`config.mk`:
```
export PLATFORM = sky130hd
export DESIGN_NAME = orw_regfile
export DESIGN_NICKNAME = d
export VERILOG_FILES = /design/src/rtl/orw_pkg.sv /design/src/rtl/orw_window_ctl.sv /design/src/rtl/orw_addr_map.sv /design/src/rtl/orw_storage.sv /design/src/rtl/orw_regfile.sv
export SDC_FILE = /design/constraint.sdc
export NUM_CORES = 2
export LEC_CHECK = 0
export BUFFER_PORTS_ARGS = -buffer_cell sky130_fd_sc_hd__buf_2
export CAP_MARGIN = 20
export CORE_UTILIZATION = 61
export CTS_BUF_LIST = sky130_fd_sc_hd__clkbuf_2
export CTS_CLUSTER_DIAMETER = 30
export DETAILED_ROUTE_END_ITERATION = 7
export GPL_ROUTABILITY_DRIVEN = 1
export PLACE_DENSITY_LB_ADDON = 0.05
export SLEW_MARGIN = 30
export SYNTH_ARGS = -nofsm -noshare
export SYNTH_HDL_FRONTEND = slang
export SYNTH_HIERARCHICAL = 1
export SYNTH_SLANG_ARGS = --single-unit
export TNS_END_PERCENT = 30
```
`constraint.sdc`:
```
create_clock -name clk -period 3.73 [get_ports clk]
set_input_delay 0.373 -clock clk [delete_from_list [all_inputs] [get_ports clk]]
set_output_delay 0.373 -clock clk [all_outputs]
set_load 0.005 [all_outputs]
```
`src/rtl/orw_pkg.sv`:
```
package orw_pkg;

  // Map a logical register number to a physical slot.
  // Globals sit above the windowed ring; windowed numbers start at the
  // window base and wrap around the ring.
  function automatic int unsigned orw_phys(input int unsigned ptr,
                                           input int unsigned lreg,
                                           input int unsigned g,
                                           input int unsigned l,
                                           input int unsigned c,
                                           input int unsigned w);
    int unsigned ring;
    ring = (l + c) * w;
    if (lreg < g) return ring + lreg;
    return (ptr * (l + c) + (lreg - g)) % ring;
  endfunction

endpackage

```
`src/rtl/orw_window_ctl.sv`:
```
module orw_window_ctl #(
  parameter int W    = 4,
  parameter int PTRW = $clog2(W)
) (
  input  logic            clk,
  input  logic            rst_n,
  input  logic            call_i,
  input  logic            ret_i,
  output logic [PTRW-1:0] cwp_o,
  output logic            call_ok_o,
  output logic            ret_ok_o,
  output logic            ovf_o,
  output logic            unf_o
);
  localparam logic [PTRW-1:0] LAST = PTRW'(W - 1);

  logic [PTRW-1:0] cwp_q, depth_q;
  logic            lone_call, lone_ret, ring_full, ring_empty;

  assign lone_call  = call_i & ~ret_i;
  assign lone_ret   = ret_i & ~call_i;
  assign ring_full  = (depth_q == LAST);
  assign ring_empty = (depth_q == '0);

  assign call_ok_o = lone_call & ~ring_full;
  assign ret_ok_o  = lone_ret & ~ring_empty;
  assign ovf_o     = lone_call & ring_full;
  assign unf_o     = lone_ret & ring_empty;

  always_ff @(posedge clk or negedge rst_n) begin
    if (!rst_n) begin
      cwp_q   <= '0;
      depth_q <= '0;
    end else if (call_ok_o) begin
      cwp_q   <= (cwp_q == LAST) ? '0 : cwp_q + 1'b1;
      depth_q <= depth_q + 1'b1;
    end else if (ret_ok_o) begin
      cwp_q   <= (cwp_q == '0) ? LAST : cwp_q - 1'b1;
      depth_q <= depth_q - 1'b1;
    end
  end

  assign cwp_o = cwp_q;
endmodule

```
`src/rtl/orw_addr_map.sv`:
```
module orw_addr_map #(
  parameter int G    = 8,
  parameter int L    = 8,
  parameter int C    = 8,
  parameter int W    = 4,
  parameter int LW   = 5,
  parameter int PW   = 7,
  parameter int PTRW = 2
) (
  input  logic [PTRW-1:0] cwp_i,
  input  logic [LW-1:0]   lreg_i,
  output logic [PW-1:0]   phys_o
);
  assign phys_o = PW'(orw_pkg::orw_phys(32'(cwp_i), 32'(lreg_i), G, L, C, W));
endmodule

```
`src/rtl/orw_storage.sv`:
```
module orw_storage #(
  parameter int DW    = 16,
  parameter int NPHYS = 72,
  parameter int PW    = 7
) (
  input  logic          clk,
  input  logic          rst_n,
  input  logic          we_i,
  input  logic [PW-1:0] widx_i,
  input  logic [DW-1:0] wdata_i,
  input  logic [PW-1:0] ridx_a_i,
  input  logic [PW-1:0] ridx_b_i,
  output logic [DW-1:0] rdata_a_o,
  output logic [DW-1:0] rdata_b_o
);
  logic [DW-1:0] cells [NPHYS];

  always_ff @(posedge clk or negedge rst_n) begin
    if (!rst_n) begin
      for (int i = 0; i < NPHYS; i++) cells[i] <= '0;
    end else if (we_i) begin
      cells[widx_i] <= wdata_i;
    end
  end

  assign rdata_a_o = cells[ridx_a_i];
  assign rdata_b_o = cells[ridx_b_i];
endmodule

```
`src/rtl/orw_regfile.sv`:
```
module orw_regfile #(
  parameter int DATA_W = 16,
  parameter int G      = 8,
  parameter int L      = 8,
  parameter int C      = 8,
  parameter int W      = 4,
  parameter int NLOG   = G + L + 2 * C,
  parameter int LW     = $clog2(NLOG),
  parameter int PTRW   = $clog2(W)
) (
  input  logic              clk,
  input  logic              rst_n,
  input  logic              call_i,
  input  logic              ret_i,
  input  logic              we_i,
  input  logic [LW-1:0]     waddr_i,
  input  logic [DATA_W-1:0] wdata_i,
  input  logic [LW-1:0]     raddr_a_i,
  input  logic [LW-1:0]     raddr_b_i,
  output logic [DATA_W-1:0] rdata_a_o,
  output logic [DATA_W-1:0] rdata_b_o,
  output logic [PTRW-1:0]   cwp_o,
  output logic              overflow_o,
  output logic              underflow_o
);
  localparam int NRING = (L + C) * W;
  localparam int NPHYS = NRING + G;
  localparam int PW    = $clog2(NPHYS);
  localparam int NPORT = 3;

  logic [PTRW-1:0] cwp;
  logic            call_ok, ret_ok;
  logic [LW-1:0]   lreg [NPORT];
  logic [PW-1:0]   phys [NPORT];

  orw_window_ctl #(.W(W), .PTRW(PTRW)) u_ctl (
    .clk(clk), .rst_n(rst_n), .call_i(call_i), .ret_i(ret_i),
    .cwp_o(cwp), .call_ok_o(call_ok), .ret_ok_o(ret_ok),
    .ovf_o(overflow_o), .unf_o(underflow_o)
  );

  assign lreg[0] = waddr_i;
  assign lreg[1] = raddr_a_i;
  assign lreg[2] = raddr_b_i;

  for (genvar p = 0; p < NPORT; p++) begin : g_map
    orw_addr_map #(
      .G(G), .L(L), .C(C), .W(W), .LW(LW), .PW(PW), .PTRW(PTRW)
    ) u_map (
      .cwp_i(cwp), .lreg_i(lreg[p]), .phys_o(phys[p])
    );
  end

  orw_storage #(.DW(DATA_W), .NPHYS(NPHYS), .PW(PW)) u_store (
    .clk(clk), .rst_n(rst_n), .we_i(we_i), .widx_i(phys[0]),
    .wdata_i(wdata_i), .ridx_a_i(phys[1]), .ridx_b_i(phys[2]),
    .rdata_a_o(rdata_a_o), .rdata_b_o(rdata_b_o)
  );

  assign cwp_o = cwp;
endmodule

```
* After elaboration in Yosys (flattened, before gate mapping)
Index checks and enable logic that the tools add are counted.
** Cells by class
- Add/sub/neg operators :: 13
- $mul :: 0
- Div/mod/pow operators :: 0
- $lt $le $gt $ge :: 7
- Equality and inequality tests :: 2
- Shifts and indexed selects :: 0
- Multiplexer cells :: 24
- Bitwise gates (word level) :: 13
- Reduce and logical (&&, ||, !) cells :: 4
** Operators with widths (count)
- $bwmux 1152 :: 1
- $bmux 16 s7 :: 2
- $demux 16 s7 :: 1
- $mux 16 :: 5
- $mux 7 :: 6
- $ge 8x8->1 const B :: 3
- $not 7->8 :: 3
- $add 7x5->7 const A :: 3
- $add 6x6->6 :: 3
- $sub 5x4->6 const B :: 3
- $lt 5x4->1 const B :: 3
- $mux 2 :: 6
- $lt 8x1->1 const B :: 1
- $and 1x1->1 :: 6
- $add 2x1->2 const B :: 2
- $eq 2x2->1 const B :: 2
- $logic_not 2->1 :: 2
- $not 1->1 :: 4
- $sub 2x1->2 const B :: 2
- $mux 1 :: 3
- $reduce_bool 2->1 :: 1
- $logic_and 1x1->1 :: 1
** Word-level totals
- Register bits after elaboration :: 1156
- Latch bits :: 0
- RAM bits :: 0
- Bits in read-only memories :: 0
- Input port bits :: 36
- Output and inout bits :: 36
- Memories :: 0

* Logic depth before layout (Yosys ltp)
- Word-level depth :: 9
- Mapped depth :: 14

* By module
Netlist, hierarchy kept.
** Modules (own cells, without submodules)
- orw_storage :: times used 1, cells an instance 3966, area an instance 61821.8 sq um, sequential area each 28827.6 sq um
- orw_addr_map :: times used 3, cells an instance 13, area an instance 98.8 sq um, sequential area each 0.0 sq um
- orw_window_ctl :: times used 1, cells an instance 33, area an instance 286.5 sq um, sequential area each 100.1 sq um

* Least setup slack after synthesis
Ideal clock, no wire load.
- Path kind :: register to register
- From :: reg u_ctl.cwp_q[0] (netlist: u_ctl/cwp_o[0])
- To :: reg u_store/cells[149] (netlist name)
- Library setup time :: 0.125 ns
- Arrival time :: 3.165 ns
- Data required time :: 3.605 ns
- Slack :: 0.440 ns
- Cell stages (with the launch flop) :: 15
- Buffers on the path :: 4
- Period minus slack after synthesis :: 3.290 ns
- Cells stage by stage :: dfrtp_1 -> inv_1 -> ha_1 -> inv_1 -> ha_1 -> xnor3_1 -> nor2_1 -> buf_2 -> nand2b_1 -> buf_2 -> or2_2 -> buf_2 -> nor3_2 -> buf_4 -> mux2_2
** RTL lines
- start, declared :: line orw_window_ctl.sv:17 : logic [PTRW-1:0] cwp_q, depth_q;
- start signal, assigned :: line orw_window_ctl.sv:35 : cwp_q <= (cwp_q == LAST) ? '0 : cwp_q + 1'b1;
- start signal, assigned :: line orw_window_ctl.sv:38 : cwp_q <= (cwp_q == '0) ? LAST : cwp_q - 1'b1;
- end signal, assigned by index :: line orw_storage.sv:22 : cells[widx_i] <= wdata_i;
- end, declared :: line orw_storage.sv:16 : logic [DW-1:0] cells [NPHYS];

==> out/metrics.cfg <==
[pwr]
cellInternalPower_w=0.02959
seqPwrFrac_pct=41.9
leakagePower_nw=33.47
peakVddDrop_uv=438.3
switchingPower_w=0.01648
p_per_area_nw_per_um2=642.8
power_w=0.04607
p_sw_share_pct=35.77
p_comb_share_pct=37.2
pwr-share-clk_pct=20.9

[cells_and_area]
final_cells=6147
nNetsFinal=4608
utilization_pct=71.16
final_layout_size_suffix_gt1_share_pct=61.31
multi_input_area_um2=32180
area_growth_pct=14.88
num-fill-cells=6751
register_area_um2=28930

[synthesis]
netlist_instances=4036
synth_area_per_cell_um2=15.46
syn_nets=4080
synth_warnings=6
synth_area_um2=62400

[worst_hold_path]
hp-class=input pin to flip-flop

[detailed_routing]
routedWlPerCell_um=37.06
first_iter_violations=5063
avgViaCountPerCell=7.130
drtPass1Iterations=6
finalWirelength_mm=227.8
vias=43830
drc_errors=0
drtAntennaViolNets=0

[sta]
period_minus_slack_ns=4.876
tns_ns=-30.52
clock_skew_ns=0.1745
rsz0062_at_grt=yes
max_freq_ghz=0.2051
setup_ws_ns=-1.146
slew-limit-headroom_pct=26.23
fin_crit_sh_pct=130.7
setup_viol=32
final-hold-violation-count=0
final_max_slew_viol_count=0
worst_slew_pin_slew_ns=1.076

[floorplanning]
rows=116
die_w_um=321.8
start_util_pct=61.95
pin_count=72
die-height_um=321.8
dieArea_um2=103600
coreArea_um2=100700

[setup_path]
crit_chain=inv_2 -> ha_4 -> inv_2 -> ha_4 -> nor2b_4 -> buf_12 -> buf_12 -> mux4_2 -> a22oi_2 -> o211ai_1 -> buf_4 -> buf_6
crit_type=flip-flop to output port
cp-end-kind=output port
critPathArrivalTime_ns=4.50
crit_slowest_cell=mux4_2
worstPathRequired_ns=3.36
critPathMaxFanout=7
startpoint_type=flip-flop
critPathMaxStageDelay_ns=0.43

[clocking]
cts.path.max_buffers=4
clk_pin_slew_ns=0.09
cts_made_buffers=335
clk_latency_ns=1.68
root_buffer=clkbuf_2
cts_tree=done
cts_max_level=5
cts.sinks=1156

[placement]
port_buffers=71
place_inst=5470
place.gp.congestion=1.072
dpl_worst_slack_ns=-0.1161
dp.final_hpwl_mm=155.5

[global_routing]
track_usage_pct=45.28
grt_pass1_wl_mm=328.1
antenna_found_initial=14
grt_max_degree=134
grt.overflow.total=0
grt_pass1_vias=45950

[status]
outcome=finished with violations
violations=negative setup slack

[flow_run]
cap_violations=0

==> through the flow <==
step	cell area, um^2	hold WS (ns)
floorplan	62400	0.07741
global placement	66640	0.4698
detailed placement	66660	0.4659
CTS	71100	0.01673
global route	71660	0.04974
finish	71680	0.1692
==> state kept, by name, indices dropped and copies added, names as in the netlist <==
signal / count
u_store/cells: 1152
u_ctl/cwp_o: 2
u_ctl/depth_q: 2
==> worst max-delay path, delay by kind of cell (launching register included) <==
| family | cells | cell delay, ns |
|---|---|---|
| buffers and inverters | 6 | 0.77 |
| AO/OA/AOI/OAI | 2 | 0.61 |
| adder cells (fa/ha/maj) | 2 | 0.51 |
| multiplexers | 1 | 0.43 |
| flip-flops | 1 | 0.41 |
| AND/OR/NAND/NOR | 1 | 0.24 |
==> cell usage in the layout (no fill, tap or decap), types with 6 or more instances in the layout <==
cell / count
nand4_1: 6
o211ai_1: 21
inv_2: 7
buf_12: 81
buf_8: 8
o22ai_1: 22
clkbuf_2: 454
o22ai_2: 10
dlygate4sd3_1: 63
nor2_1: 58
nor4_4: 6
nand3b_1: 8
nor3_1: 8
nor3_2: 9
nand2_1: 100
buf_6: 14
buf_2: 58
mux2_2: 1162
buf_4: 377
clkinv_2: 18
o21ai_0: 10
bufinv_16: 13
diode_2: 14
mux2i_1: 160
inv_1: 11
a31oi_1: 7
dfrtp_1: 1156
a21oi_1: 25
nand2b_1: 12
a211oi_2: 6
clkinv_1: 58
nand3_1: 20
a22oi_1: 18
nor2b_1: 15
a22oi_2: 17
nor2_2: 7
a211oi_1: 9
nor2_4: 8
mux4_2: 600
==> worst paths after layout <==
kind                                     from                 end  slack, ns  depth (start not counted)
max                            u_ctl/cwp_o[0]        rdata_a_o[4]      -1.15                         12
min                                wdata_i[0]  u_store/cells[960]       0.17                          3
max reg2reg                    u_ctl/cwp_o[0]  u_store/cells[883]       0.07                         13
min reg2reg                u_store/cells[545]  u_store/cells[545]       0.53                          1
max in group asynchronous               rst_n  u_store/cells[215]       1.79                          7
min in group asynchronous               rst_n    u_ctl/depth_q[0]       0.67                          5
==> final cells by class <==
| class | instances | share of cell area [%] |
|---|---|---|
| Sequential cell | 1156 | 40.36 |
| Inverter | 15 | 0.08029 |
| Antenna cell | 14 | 0.04887 |
| Tap cell | 1357 | 2.369 |
| Multi-Input combinational cell | 2449 | 44.89 |
| Clock inverter | 95 | 1.019 |
| Clock buffer | 454 | 3.170 |
| Timing Repair Buffer | 607 | 8.068 |
==> power by group through the flow <==
stage                     clock [W]  combinational (W)  sequential, W
after global placement            0             0.0150         0.0189
after detailed placement          0             0.0154         0.0194
after CTS                   0.00980             0.0163         0.0192
after floorplan                   0            0.00951         0.0183
after global routing         0.0105             0.0175         0.0197
final                       0.00964             0.0171         0.0193
==> metal layers <==
metal / global-route usage, % / wire length [um] / vias up
li1: - / - / 16940
met1: 56.69 / 81120 / 23250
met2: 67.95 / 103300 / 2793
met3: 13.83 / 24710 / 841
met4: 31.14 / 18580 / 12
met5: 0 / 80 / -
==> repair_timing <==
action / 4_1_cts / 5_1_grt
resized for setup: 106 / 57
pin swaps: 37 / 35
hold buffers: 70 / 4
hold endpoints to repair: 2312 / 131
endpoints found under the setup margin: 32 / 74
buffers inserted: 19 / 21
gates cloned: 1 / 1
No activity file was read; power rests on OpenSTA's default activity.
